### config.mk
export PLATFORM = sky130hd
export DESIGN_NAME = gpio_port_regs
export DESIGN_NICKNAME = d
export VERILOG_FILES = /design/src/rtl/gpio_port_pkg.sv /design/src/rtl/gpio_addr_dec.sv /design/src/rtl/gpio_out_latch.sv /design/src/rtl/gpio_dir_reg.sv /design/src/rtl/gpio_in_sync.sv /design/src/rtl/gpio_port_regs.sv
export SDC_FILE = /design/constraint.sdc
export NUM_CORES = 1
export LEC_CHECK = 0
export BUFFER_PORTS_ARGS = -buffer_cell sky130_fd_sc_hd__clkbuf_2
export CAP_MARGIN = 30
export CORE_UTILIZATION = 40
export DETAILED_ROUTE_END_ITERATION = 7
export PLACE_DENSITY_LB_ADDON = 0.12
export SETUP_SLACK_MARGIN = 0.5
export SYNTH_ARGS = -nofsm -noshare
export SYNTH_HDL_FRONTEND = slang
export SYNTH_SLANG_ARGS = --single-unit
### constraint.sdc
create_clock -name clk -period 6.8 [get_ports clk]
set_input_delay 1.36 -clock clk [delete_from_list [all_inputs] [get_ports clk]]
set_output_delay 1.36 -clock clk [all_outputs]
set_load 0.05 [all_outputs]
### src/rtl/gpio_port_pkg.sv
package gpio_port_pkg;

  // Word index of each register (byte offset / 4).
  localparam int unsigned IDX_DATA = 0;
  localparam int unsigned IDX_SET  = 1;
  localparam int unsigned IDX_CLR  = 2;
  localparam int unsigned IDX_TOG  = 3;
  localparam int unsigned IDX_IN   = 4;
  localparam int unsigned IDX_DIR  = 5;

  // One-hot register select produced by the address decoder.
  typedef struct packed {
    logic data;
    logic set;
    logic clr;
    logic tog;
    logic inp;
    logic dir;
  } reg_sel_t;

endpackage

### src/rtl/gpio_addr_dec.sv
module gpio_addr_dec
  import gpio_port_pkg::*;
#(
  parameter int unsigned ADDR_W = 8
) (
  input  logic [ADDR_W-1:0] addr,
  output reg_sel_t          sel
);

  localparam int unsigned WORD_W = ADDR_W - 2;

  logic              aligned;
  logic [WORD_W-1:0] word;

  assign aligned = (addr[1:0] == 2'b00);
  assign word    = addr[ADDR_W-1:2];

  always_comb begin
    sel      = '0;
    sel.data = aligned && (word == WORD_W'(IDX_DATA));
    sel.set  = aligned && (word == WORD_W'(IDX_SET));
    sel.clr  = aligned && (word == WORD_W'(IDX_CLR));
    sel.tog  = aligned && (word == WORD_W'(IDX_TOG));
    sel.inp  = aligned && (word == WORD_W'(IDX_IN));
    sel.dir  = aligned && (word == WORD_W'(IDX_DIR));
  end

  always_comb begin
    assert ($onehot0(sel)) else $error("AST_SEL_ONEHOT");
  end

endmodule

### src/rtl/gpio_out_latch.sv
module gpio_out_latch
  import gpio_port_pkg::*;
#(
  parameter int unsigned WIDTH = 32
) (
  input  logic             clk,
  input  logic             rst_n,
  input  logic             we,
  input  reg_sel_t         sel,
  input  logic [WIDTH-1:0] wdata,
  output logic [WIDTH-1:0] q
);

  logic [WIDTH-1:0] q_nxt;
  logic             q_en;

  assign q_en = we && (sel.data || sel.set || sel.clr || sel.tog);

  always_comb begin
    q_nxt = q;
    if (sel.data)     q_nxt = wdata;
    else if (sel.set) q_nxt = q | wdata;
    else if (sel.clr) q_nxt = q & ~wdata;
    else if (sel.tog) q_nxt = q ^ wdata;
  end

  always_ff @(posedge clk or negedge rst_n) begin
    if (!rst_n)    q <= '0;
    else if (q_en) q <= q_nxt;
  end

  AST_FULL_WRITE: assert property (@(posedge clk) disable iff (!rst_n)
    (we && sel.data) |=> (q == $past(wdata)));
  AST_SET_BITS: assert property (@(posedge clk) disable iff (!rst_n)
    (we && sel.set) |=> (q == ($past(q) | $past(wdata))));
  AST_CLR_BITS: assert property (@(posedge clk) disable iff (!rst_n)
    (we && sel.clr) |=> (q == ($past(q) & ~$past(wdata))));
  AST_TOG_BITS: assert property (@(posedge clk) disable iff (!rst_n)
    (we && sel.tog) |=> (q == ($past(q) ^ $past(wdata))));
  AST_OUT_HOLD: assert property (@(posedge clk) disable iff (!rst_n)
    (!we) |=> $stable(q));

endmodule

### src/rtl/gpio_dir_reg.sv
module gpio_dir_reg
  import gpio_port_pkg::*;
#(
  parameter int unsigned WIDTH = 32
) (
  input  logic             clk,
  input  logic             rst_n,
  input  logic             we,
  input  reg_sel_t         sel,
  input  logic [WIDTH-1:0] wdata,
  output logic [WIDTH-1:0] q
);

  logic             d_en;
  logic [WIDTH-1:0] d_nxt;

  assign d_en  = we && sel.dir;
  assign d_nxt = wdata;

  always_ff @(posedge clk or negedge rst_n) begin
    if (!rst_n)    q <= '0;
    else if (d_en) q <= d_nxt;
  end

  AST_DIR_CAPTURE: assert property (@(posedge clk) disable iff (!rst_n)
    (we && sel.dir) |=> (q == $past(wdata)));
  AST_DIR_HOLD: assert property (@(posedge clk) disable iff (!rst_n)
    (!(we && sel.dir)) |=> $stable(q));

endmodule

### src/rtl/gpio_in_sync.sv
module gpio_in_sync #(
  parameter int unsigned WIDTH  = 32,
  parameter int unsigned STAGES = 2
) (
  input  logic             clk,
  input  logic             rst_n,
  input  logic [WIDTH-1:0] async_in,
  output logic [WIDTH-1:0] sync_out
);

  logic [WIDTH-1:0] stage_q [STAGES];

  for (genvar s = 0; s < STAGES; s++) begin : g_stage
    logic [WIDTH-1:0] stage_d;
    if (s == 0) begin : g_first
      assign stage_d = async_in;
    end else begin : g_next
      assign stage_d = stage_q[s-1];
    end
    always_ff @(posedge clk or negedge rst_n) begin
      if (!rst_n) stage_q[s] <= '0;
      else        stage_q[s] <= stage_d;
    end
  end

  assign sync_out = stage_q[STAGES-1];

endmodule

### src/rtl/gpio_port_regs.sv
module gpio_port_regs
  import gpio_port_pkg::*;
#(
  parameter int unsigned ADDR_W    = 8,
  parameter int unsigned PINS      = 32,
  parameter int unsigned SYNC_STGS = 2
) (
  input  logic              clk,
  input  logic              rst_n,
  input  logic [ADDR_W-1:0] bus_addr,
  input  logic              bus_we,
  input  logic [PINS-1:0]   bus_wdata,
  output logic [PINS-1:0]   bus_rdata,
  input  logic [PINS-1:0]   pin_in,
  output logic [PINS-1:0]   pin_out,
  output logic [PINS-1:0]   pin_oe
);

  reg_sel_t        sel;
  logic [PINS-1:0] out_q;
  logic [PINS-1:0] dir_q;
  logic [PINS-1:0] in_s;

  gpio_addr_dec #(.ADDR_W(ADDR_W)) dec_i (
    .addr (bus_addr),
    .sel  (sel)
  );

  gpio_out_latch #(.WIDTH(PINS)) out_i (
    .clk   (clk),
    .rst_n (rst_n),
    .we    (bus_we),
    .sel   (sel),
    .wdata (bus_wdata),
    .q     (out_q)
  );

  gpio_dir_reg #(.WIDTH(PINS)) dir_i (
    .clk   (clk),
    .rst_n (rst_n),
    .we    (bus_we),
    .sel   (sel),
    .wdata (bus_wdata),
    .q     (dir_q)
  );

  gpio_in_sync #(.WIDTH(PINS), .STAGES(SYNC_STGS)) sync_i (
    .clk      (clk),
    .rst_n    (rst_n),
    .async_in (pin_in),
    .sync_out (in_s)
  );

  always_comb begin
    bus_rdata = '0;
    if (sel.data) bus_rdata = out_q;
    if (sel.inp)  bus_rdata = in_s;
    if (sel.dir)  bus_rdata = dir_q;
  end

  assign pin_out = out_q;
  assign pin_oe  = dir_q;

  AST_ALIAS_READ_ZERO: assert property (@(posedge clk) disable iff (!rst_n)
    (sel.set || sel.clr || sel.tog) |-> (bus_rdata == '0));
  AST_UNDEF_READ_ZERO: assert property (@(posedge clk) disable iff (!rst_n)
    (sel == '0) |-> (bus_rdata == '0));
  AST_INREG_WRITE_IGNORED: assert property (@(posedge clk) disable iff (!rst_n)
    (bus_we && sel.inp) |=> ($stable(pin_out) && $stable(pin_oe)));
  AST_OE_HOLD: assert property (@(posedge clk) disable iff (!rst_n)
    (!bus_we) |=> $stable(pin_oe));

endmodule

After elaboration in Yosys (flattened, before gate mapping)
Cells that the tools add are included.
{"block": "word_totals", "register_bits": 128, "in_bits": 75, "out_inout_bits": 96, "elab_cells": 35}
{"block": "op_classes", "eq_ne": 5, "n_mux": 7, "bitwise_logic": 4, "reduce_logical": 15}
{"operator": "32-bit 2-to-1 mux", "count": 7}
{"operator": "32-bit AND", "count": 1}
{"operator": "32-bit inverter", "count": 1}
{"operator": "32-bit bitwise OR", "count": 1}
{"operator": "32-bit XOR", "count": 1}
{"operator": "6-bit by 2-bit == test with 1-bit output (second input constant)", "count": 2}
{"operator": "6-bit by 3-bit == test with 1-bit output (second input constant)", "count": 2}
{"operator": "1-bit logical AND", "count": 8}
{"operator": "6-bit by 1-bit == test with 1-bit output (second input constant)", "count": 1}
{"operator": "6-bit zero test", "count": 1}
{"operator": "4-bit nonzero test", "count": 1}
{"operator": "1-bit logical OR", "count": 3}
{"operator": "2-bit zero test", "count": 1}
{"operator": "2-bit AND reduction", "count": 1}

Longest topological paths before layout
Gate-level depths: netlist (run 1).
{"block": "depth", "ltp_word": 7, "mapped_depth": 7, "depth_no_buf": 5}

Hierarchy
A second synthesis (run 1) with hierarchy kept.
{"block": "unflattened", "cells_unflattened": 632, "hier_area_um2": 7004.2}
{"module": "gpio_out_latch", "n_inst": 1, "cells_per_inst": 344, "area_per_inst_um2": 3089.2, "seq_area_each_um2": 800.8}
{"module": "gpio_in_sync", "n_inst": 1, "cells_per_inst": 64, "area_per_inst_um2": 1601.5, "seq_area_each_um2": 1601.5}
{"module": "gpio_dir_reg", "n_inst": 1, "cells_per_inst": 68, "area_per_inst_um2": 1345.0, "seq_area_each_um2": 800.8}
{"module": "gpio_port_regs", "n_inst": 1, "cells_per_inst": 145, "area_per_inst_um2": 888.4, "seq_area_each_um2": 0.0}
{"module": "gpio_addr_dec", "n_inst": 1, "cells_per_inst": 11, "area_per_inst_um2": 80.1, "seq_area_each_um2": 0.0}

Worst setup path after synthesis (run 1)
No wires, ideal clock.
{"block": "synth_timing", "path_kind": "input port to output port", "startpoint": "input bus_addr[1]", "endpoint": "output bus_rdata[0]", "t_arrival_ns": 3.378, "required_ns": 5.440, "path_slack_ns": 2.062, "path_stages": 6, "path_buffers": 2, "path_cell_list": "or2_1 or3_1 buf_2 or4_1 buf_2 o2bb2ai_1"}
{"block": "synth_between", "elab_chain_len": 5, "word_cells_on_any_way": 7, "classes_between": "mux (3); reduce/logical (4)"}
{"item": "start, declared", "line": "gpio_port_regs.sv:10", "source": "input logic [ADDR_W-1:0] bus_addr,"}
{"item": "2-bit zero test (*)", "line": "gpio_addr_dec.sv:15", "source": "assign aligned = (addr[1:0] == 2'b00);"}
{"item": "1-bit logical AND", "line": "gpio_addr_dec.sv:20", "source": "sel.data = aligned && (word == WORD_W'(IDX_DATA));"}
{"item": "32-bit 2-to-1 mux", "line": "gpio_port_regs.sv:56", "source": "if (sel.data) bus_rdata = out_q;"}
{"item": "32-bit 2-to-1 mux", "line": "gpio_port_regs.sv:57", "source": "if (sel.inp) bus_rdata = in_s;"}
{"item": "32-bit 2-to-1 mux (*)", "line": "gpio_port_regs.sv:58", "source": "if (sel.dir) bus_rdata = dir_q;"}
{"item": "end, declared", "line": "gpio_port_regs.sv:13", "source": "output logic [PINS-1:0] bus_rdata,"}
Mark *: on every way between the ends. The rest lies on a longest branch, timed or not.

Final worst setup path (run 1)
{"block": "layout_timing", "startpoint": "input bus_addr[1]", "endpoint": "output bus_rdata[25]"}
The elaborated chain is that of the path after synthesis.

==> out/qor.txt, run 1 <==
Number of port buffers -> 170
Synth Net Count -> 744
Critical-path top delay cell -> or4_2
Top Ports -> 171
Hold buffers post-CTS -> 0
Worst R2R Start -> out_i.q[18]
Status -> completed
Sequential element share of the synthesized area -> 46.0%
Final Slew Violations -> 0
Reg2reg path depth -> 5
Post-synth top area cell -> dfrtp_1
Largest net degree at the start of global routing -> 75
Initial antenna violation count -> 0
Slowest stage delay, CP -> 0.85 ns
Post-DP Area -> 8070 µm²
Die Area -> 17900 µm²
Clk sinks -> 128
Longest Clk Path Bufs -> 2
Leak Pwr -> 4.56 nW
CP Cell Sequence -> clkbuf_2 > or2_1 > or3_1 > or4_2 > buf_12 > o2bb2ai_2 > clkbuf_2
Ratio of cells with drive above 1 in the final layout -> 37.1%
Wire per inst -> 18.6 µm
CP Launch Type -> input pin
Commonest non-fill, non-tap cells in the layout -> clkbuf_2, dfrtp_1, inv_1, mux2i_1, ha_1
Worst Clk Skew -> 0.00564 ns
RSZ-0062 raised after global routing -> false
Tmin final -> 5.15 ns
Vias in the first global route -> 5734
Pwr Total -> 2.24 mW
First-pass GRT wire length -> 30000 µm
Die Span Y -> 134 µm
Initial Util -> 41.4%
Worst hold path type -> flop to flop
Dpl ws -> 1.62 ns
Most common cell after layout, fill and taps aside -> clkbuf_2
Crit path kind -> input pin to output pin
Post-route cell area -> 8650 µm²
WHS Path Cells -> 0
Core area -> 16800 µm²
# DRC -> 0
R2R Setup Slk -> 5.51 ns
Worst-path clk slew -> 0.06 ns
Final ANT Viol Nets -> 0
Synth-to-Final Area Change -> 24.2%
Top cell type's share of synthesized area -> 46.0%
Via density -> 5.38
Final Hold Fails -> 0
Resized cells post-CTS -> 0
Initial DRC Count -> 239
Syn. warnings -> 0
Fmax -> 194 MHz
Hpwl dp -> 12400 µm
Max VDD drop -> 165 µV
Cell mode on critical path -> clkbuf_2
Clock Root Buffer -> clkbuf_16
Final Worst Setup Slack -> 1.65 ns
Placement row count -> 47
Hold Startpoint -> sync_i.g_stage[1].stage_d[13]
Final RePlAce weighted congestion -> 0.729
CTS Buf Count -> 17
Relative slew slack -> 37.3%
Final setup viols -> 0
Max FO, Critical Path -> 21
Hold path endpoint -> sync_i.sync_out[13]
Final net count -> 902
Htree depth -> 4
First-pass iteration count of the detailed router -> 4
Syn Std Cell Area -> 6960 µm²
Max Cap Viol -> 0
Global route overflow -> 0
Final period util -> 75.7%
Power per cell area -> 259 nW/µm²
Final setup TNS -> 0 ns
TritonCTS clock tree -> done
Post-Synthesis Cells -> 605
Synth cell types -> 26
Area contributors post-synth -> dfrtp_1, ha_1, mux2i_1
DRT Wirelength -> 18500 µm
Antenna fix cells -> 0
Worst Tran Pin Value -> 0.938 ns
All-Layer GR Usage -> 21.7%
Critical Path End Type -> output pin
Mean Syn Cell Area -> 11.5 µm²
Vias -> 5356
Yosys reg bits -> 128
Critical Path AT -> 3.79 ns
CP required -> 5.44 ns
Worst skew pair latency -> 0.41 ns
RR Endpoint -> out_i.q[18]
Post-CTS Setup Inserts -> 0
Die Span X -> 134 µm
==> cells in the mapped netlist <==
master / number
a221oi_1: 32
buf_1: 4
buf_2: 7
buf_6: 6
clkbuf_1: 29
dfrtp_1: 128
ha_1: 64
inv_1: 64
mux2_2: 32
mux2i_1: 64
nand3_1: 1
nor2_1: 35
nor2b_1: 1
nor3_1: 2
nor4b_2: 1
o21ai_0: 17
o21ai_1: 47
o22ai_1: 32
o2bb2ai_1: 2
o2bb2ai_2: 30
or2_1: 2
or3_1: 1
or3b_2: 1
or4_1: 1
or4_4: 1
or4b_1: 1
==> per-layer routing <==
metal / track usage [%] / wire length [µm] / up-vias
li1: - / - / 2499
met1: 27.8 / 8290 / 2668
met2: 36.3 / 9180 / 169
met3: 4.50 / 838 / 20
met4: 7.32 / 211 / 0
met5: 0 / 0 / -
==> where the power goes <==
| group | leakage (nW) | internal (mW) | switching, mW |
|---|---|---|---|
| clock | 0.272 | 0.510 | 0.346 |
| sequential | 1.60 | 0.829 | 0.0759 |
| combinational | 2.68 | 0.141 | 0.336 |
| total | 4.56 | 1.48 | 0.757 |
==> metrics by stage <==
step / instances / util, % / hold slack (ns)
floorplan: 605 / - / 0.331
detailed placement: 963 / 48.0 / 0.335
finish: 996 / 51.4 / 0.346
global route: 996 / 51.4 / 0.353
CTS: 995 / 51.3 / 0.347
global placement: 959 / 47.4 / 0.333
==> sequential cells by signal, summed over array words and instances, names as in the netlist <==
signal and cells:
sync_i.g_stage.stage_d 32, out_i.q 32, sync_i.sync_out 32, dir_i.q 32
==> worst max-delay path by stage <==
stage                     start             to  slack (ns)
global route        bus_addr[2]   bus_rdata[0]        1.53
CTS                 bus_addr[2]   bus_rdata[0]        1.62
floorplan           bus_addr[1]   bus_rdata[0]        2.06
global placement    bus_addr[1]   bus_rdata[0]        1.60
detailed placement  bus_addr[2]   bus_rdata[0]        1.62
finish              bus_addr[1]  bus_rdata[25]        1.65
==> worst max-delay path: cells and delay by family <==
kind / cells / cell delay (ns)
AND/OR/NAND/NOR: 3 / 1.54
buffers and inverters: 3 / 0.69
AO/OA/AOI/OAI: 1 / 0.16
==> logic make-up (layout without fill, tap and decap cells) <==
| kind of cell | after synthesis | count (layout) | synth area share, % |
|---|---|---|---|
| AOI/OAI and AO/OA | 160 | 160 | 18.2 |
| adders and majority gates | 64 | 64 | 11.5 |
| buffers and inverters | 110 | 281 | 6.70 |
| DFF | 128 | 128 | 46.0 |
| muxes | 96 | 96 | 14.4 |
| and+or+nand+nor | 47 | 47 | 3.22 |
==> area by class of cell <==
cell class                      count  area [µm²]
Clock buffer                       18         439
Clock inverter                     14         118
Fill cell                        1534        8170
Inverter                           64         240
Multi-Input combinational cell    367        3330
Sequential cell                   128        3200
Tap cell                          220         275
Timing Repair Buffer              185        1040
(Power assumes the default switching activity.)
==> inputs of run 2 (changes only) <==
clock period = 4.4 ns   (was 6.8 ns; I/O delays follow)
==> out/qor.txt, run 2 (same netlist as run 1, synthesis figures left out) <==
Slowest stage delay, CP -> 0.59 ns (-0.26 ns)
Critical-path top delay cell -> or4_2
Commonest non-fill, non-tap cells in the layout -> clkbuf_2, dfrtp_1, inv_1, mux2i_1, ha_1
Post-DP Area -> 8070 µm² (about the same)
Via density -> 5.42 (+0.77%)
CTS Buf Count -> 17 (unchanged)
Top Ports -> 171 (unchanged)
Worst hold path type -> flop to flop
P_int -> 2.52 mW (+71%)
Longest Clk Path Bufs -> 2 (unchanged)
Final period util -> 87.2%
Clk sinks -> 128 (unchanged)
Power per cell area -> 421 nW/µm² (+63%)
Initial DRC Count -> 308 (+29%)
First-pass GRT wire length -> 29600 µm (-1.4%)
CP Launch Type -> input pin
Fillers -> 1527 (-0.46%)
Number of port buffers -> 170 (unchanged)
Placement row count -> 47 (unchanged)
Relative slew slack -> 37.5% (+0.16 points)
TritonCTS clock tree -> done
Final RePlAce weighted congestion -> 0.736 (+0.91%)
Final net count -> 901 (-0.11%)
Max FO, Critical Path -> 32 (+52%)
CP required -> 3.52 ns (-1.92 ns)
Worst Clk Skew -> 0.00488 ns (-0.000758 ns)
Critical Path AT -> 2.96 ns (-0.83 ns)
DRT Wirelength -> 18500 µm (-0.37%)
Final ANT Viol Nets -> 0 (unchanged)
Net Sw Frac -> 31.4% (-2.4 points)
Initial antenna violation count -> 0 (unchanged)
Final setup viols -> 0 (unchanged)
Leak Pwr -> 4.61 nW (+1.2%)
Global route overflow -> 0 (unchanged)
Core area -> 16800 µm² (unchanged)
CP Cell Sequence -> clkbuf_2 > or2_1 > or3_1 > or4_2 > buf_12 > o2bb2ai_1 > buf_2
Crit path kind -> input pin to output pin
Post-route cell area -> 8750 µm² (+1.1%)
Htree depth -> 4 (unchanged)
Hold Startpoint -> sync_i.g_stage[1].stage_d[31]
Die Span Y -> 134 µm (unchanged)
Worst Setup SP -> bus_addr[1]
Fmax -> 261 MHz
Sequential power share -> 38.0% (-2.4 points)
Synth-to-Final Area Change -> 25.6%
Ratio of cells with drive above 1 in the final layout -> 36.8% (-0.34 points)
# DRC -> 0 (unchanged)
Largest net degree at the start of global routing -> 68 (-9.3%)
First-pass iteration count of the detailed router -> 4 (unchanged)
Worst skew pair latency -> 0.41 ns (about the same)
Critical Path End Type -> output pin
Worst Tran Pin Value -> 0.936 ns (-0.00232 ns)
Worst-path clk slew -> 0.05 ns (about the same)
Die Area -> 17900 µm² (unchanged)
Hold buffers post-CTS -> 0 (unchanged)
Vias in the first global route -> 5740 (+0.10%)
Max VDD drop -> 262 µV (+59%)
Final setup TNS -> 0 ns (unchanged)
Tmin final -> 3.84 ns
RSZ-0062 raised after global routing -> false
Combinational Power Share -> 20.0% (-1.3 points)
Final Worst Setup Slack -> 0.564 ns (-1.09 ns)
Clock power share -> 42.0% (+3.8 points)
Vias -> 5392 (+0.67%)
Antenna fix cells -> 0 (unchanged)
Final Slew Violations -> 0 (unchanged)
Clock Root Buffer -> clkbuf_16
Final Hold Fails -> 0 (unchanged)
Most common cell after layout, fill and taps aside -> clkbuf_2
Max Cap Viol -> 0 (unchanged)
WHS -> 0.345 ns (-0.00113 ns)
Hpwl dp -> 12000 µm (-3.0%)
Die Span X -> 134 µm (unchanged)
Wire per inst -> 18.5 µm (-0.27%)
Worst R2R Start -> out_i.q[31]
Psw -> 1.16 mW (+53%)
All-Layer GR Usage -> 21.3% (-0.41 points)
Dpl ws -> 0.432 ns (-1.19 ns)
Initial Util -> 41.4% (unchanged)
Status -> completed
run 2: cell count changes in the layout (fill, tap and decap cells not counted), moves of 3 or more:
| cell | previous run | this run |
|---|---|---|
| buf_12 | 1 | 4 |
| buf_2 | 0 | 19 |
| bufinv_16 | 1 | 4 |
| clkbuf_2 | 169 | 145 |
| clkbuf_4 | 0 | 3 |
| clkbuf_8 | 1 | 5 |
| clkinv_2 | 6 | 1 |
run 2: path summary, 6_finish.rpt:
| kind | to | slack, ns | depth (start not counted) |
|---|---|---|---|
| hold reg to reg | sync_i.sync_out[31] | 0.35 | 0 |
| max in group asynchronous | sync_i.g_stage[1].stage_d[3] | 2.84 | 2 |
| setup / recovery | bus_rdata[31] | 0.56 | 7 |
| hold / removal | sync_i.sync_out[31] | 0.35 | 0 |
| min in group asynchronous | dir_i.q[5] | 0.57 | 1 |
| setup reg to reg | out_i.q[31] | 3.10 | 5 |
run 2: metrics by stage:
stage	total power, mW	utilization [%]	instances
2_1_floorplan	1.90	-	605
3_3_place_gp	2.12	47.8	962
3_5_place_dp	2.15	48.0	963
4_1_cts	3.72	51.9	995
5_1_grt	3.84	52.0	995
6_report	3.68	52.0	995
run 2: timing repair:
| item | in CTS | in global routing |
|---|---|---|
| gates resized for setup | 1 | 29 |
| endpoints found under the setup margin | 30 | 30 |
| setup buffers | 0 | 0 |
run 2: critical path, delay by kind of cell:
family	cells	cell delay, ns
simple gates	3	1.27
compound gates	1	0.16
buf+inv	3	0.62
run 2: final cells by class:
type	count	area [µm²]	share of cell area, %
clock buffers	24	502	5.74
clock inverters	8	150	1.72
inverters	64	240	2.75
multi-input cells	367	3330	38.1
flip-flops and latches	128	3200	36.6
well taps	220	275	3.15
repair buffers	184	1040	11.9
run 2: routing by layer:
layer | vias to the layer above | GRT usage [%] | share of wire [%]
li1 | 2494 | - | -
met1 | 2725 | 26.6 | 43
met2 | 159 | 36.5 | 51
met3 | 14 | 4.42 | 4.6
met4 | 0 | 7.07 | 0.94
met5 | - | 0 | 0
run 2: power by group through the flow:
stage,Clock (mW),Sequential [mW],Combinational (mW)
floorplan,0,1.64,0.259
global placement,0,1.41,0.704
detailed placement,0,1.42,0.735
CTS,1.58,1.40,0.740
global route,1.62,1.41,0.804
finish,1.55,1.40,0.734
==> inputs of run 3 (changes only) <==
clock period = 4.1 ns   (was 4.4 ns; I/O delays follow)
==> out/qor.txt, run 3 (same netlist as run 1, synthesis figures left out) <==
All-Layer GR Usage -> 22.3% (+1.0 points)
Die Span Y -> 134 µm (unchanged)
Final RePlAce weighted congestion -> 0.748 (+1.6%)
Final period util -> 85.1%
First-pass iteration count of the detailed router -> 4 (unchanged)
CP Launch Type -> input pin
DRT Wirelength -> 19400 µm (+5.1%)
CP required -> 3.28 ns (-0.24 ns)
Max Cap Viol -> 0 (unchanged)
Final ANT Viol Nets -> 0 (unchanged)
Synth-to-Final Area Change -> 27.8%
Final Hold Fails -> 0 (unchanged)
First-pass GRT wire length -> 30500 µm (+2.9%)
Initial antenna violation count -> 0 (unchanged)
Largest net degree at the start of global routing -> 67 (-1.5%)
Tmin final -> 3.49 ns
Pwr Total -> 3.69 mW (+0.36%)
Leak Pwr -> 4.63 nW (+0.39%)
Hpwl dp -> 12500 µm (+4.1%)
Longest Clk Path Bufs -> 2 (unchanged)
Top Ports -> 171 (unchanged)
Final net count -> 907 (+0.67%)
Htree depth -> 4 (unchanged)
Die Span X -> 134 µm (unchanged)
RSZ-0062 raised after global routing -> false
Via density -> 5.43 (+0.27%)
Placement row count -> 47 (unchanged)
Fmax -> 287 MHz
Vias -> 5439 (+0.87%)
Commonest non-fill, non-tap cells in the layout -> clkbuf_2, dfrtp_1, inv_1, mux2i_1, ha_1
Final setup TNS -> 0 ns (unchanged)
TritonCTS clock tree -> done
Power per cell area -> 415 nW/µm² (-1.4%)
Layout Utilization -> 52.9% (+0.91 points)
# DRC -> 0 (unchanged)
Max VDD drop -> 290 µV (+11%)
Worst Tran Pin Value -> 0.955 ns (+0.0190 ns)
Final Worst Setup Slack -> 0.613 ns (+0.0489 ns)
Worst Clk Skew -> 0.00596 ns (+0.00108 ns)
Dpl ws -> 0.361 ns (-0.0710 ns)
Most common cell after layout, fill and taps aside -> clkbuf_2
Core area -> 16800 µm² (unchanged)
CTS Buf Count -> 17 (unchanged)
Ratio of cells with drive above 1 in the final layout -> 37.6% (+0.87 points)
Die Area -> 17900 µm² (unchanged)
Worst hold path type -> input pin to async pin
Status -> completed
Final Slew Violations -> 0 (unchanged)
Worst skew pair latency -> 0.42 ns (about the same)
Antenna fix cells -> 0 (unchanged)
Global route overflow -> 0 (unchanged)
Vias in the first global route -> 5743 (+0.052%)
Fillers -> 1517 (-0.65%)
R2R Setup Slk -> 2.77 ns (-0.33 ns)
Area of the multi-input gates -> 3350 µm² (+0.53%)
Initial Util -> 41.4% (unchanged)
Crit path kind -> input pin to output pin
Clock Root Buffer -> clkbuf_16
Critical Path End Type -> output pin
Post-CTS Setup Inserts -> 0 (unchanged)
Clk sinks -> 128 (unchanged)
Max FO, Critical Path -> 16 (-50%)
Sequential cell area -> 3200 µm² (unchanged)
Worst-path clk slew -> 0.06 ns (about the same)
Wire per inst -> 19.4 µm (+4.5%)
Number of port buffers -> 170 (unchanged)
Initial DRC Count -> 383 (+24%)
Critical Path AT -> 2.67 ns (-0.29 ns)
Relative slew slack -> 36.2% (-1.3 points)
Final setup viols -> 0 (unchanged)
-- run 3: cell types whose count changed in the layout (fill, tap and decap cells not counted), sizes merged --
| cell | delta |
|---|---|
| clkinvlp | +2 |
| inv | +3 |
| bufinv | -4 |
| clkbuf | +11 |
| buf | -10 |
| clkinv | +4 |
-- run 3: routing by layer --
layer  GRT usage [%]  routed length, µm  vias up
li1                -                  -     2504
met1            28.1               8680     2767
met2            37.9               9860      154
met3            4.91                722       14
met4            7.26                142        0
met5               0                  0        -
-- run 3: stage by stage --
| step | hold slack (ns) | cell area [µm²] | cells |
|---|---|---|---|
| finish | 0.313 | 8900 | 1001 |
| global route | 0.318 | 8900 | 1001 |
| CTS | 0.310 | 8890 | 1001 |
| detailed placement | 0.335 | 8140 | 968 |
| global placement | 0.332 | 8090 | 966 |
| floorplan | 0.331 | 6960 | 605 |
-- run 3: repair_timing --
action	4_1_cts	5_1_grt
hold buffers	0	0
endpoints found under the setup margin	32	13
cloned	1	0
hold endpoints to repair	0	0
gates resized for setup	47	5
-- run 3: area by class of cell --
| type | count | area share (%) |
|---|---|---|
| multi-input cells | 367 | 37.6 |
| flip-flops and latches | 128 | 36.0 |
| repair buffers | 190 | 14.5 |
| clock buffers | 19 | 5.09 |
| well taps | 220 | 3.09 |
| inverters | 64 | 2.70 |
| clock inverters | 13 | 0.984 |
-- run 3: worst paths after layout --
check / from / to / depth (start not counted)
setup / recovery: bus_addr[1] / bus_rdata[1] / 7
max in group asynchronous: rst_n / dir_i.q[13] / 3
setup reg to reg: out_i.q[28] / out_i.q[28] / 5
hold reg to reg: sync_i.g_stage[1].stage_d[10] / sync_i.sync_out[10] / 0
min in group clk: sync_i.g_stage[1].stage_d[10] / sync_i.sync_out[10] / 0
hold / removal: rst_n / sync_i.sync_out[4] / 1
-- run 3: report_power, final --
part	leakage (nW)	internal, mW	switching, mW
Combinational	2.76	0.238	0.558
Sequential	1.60	1.37	0.128
Clock	0.265	0.803	0.591
-- run 3: critical path: stages --
cell and delay, ns:
clkbuf_2 0.12, or2_4 0.29, or3_1 0.34, or4_4 0.49, buf_12 0.20, o2bb2ai_2 0.15
clkbuf_4 0.24
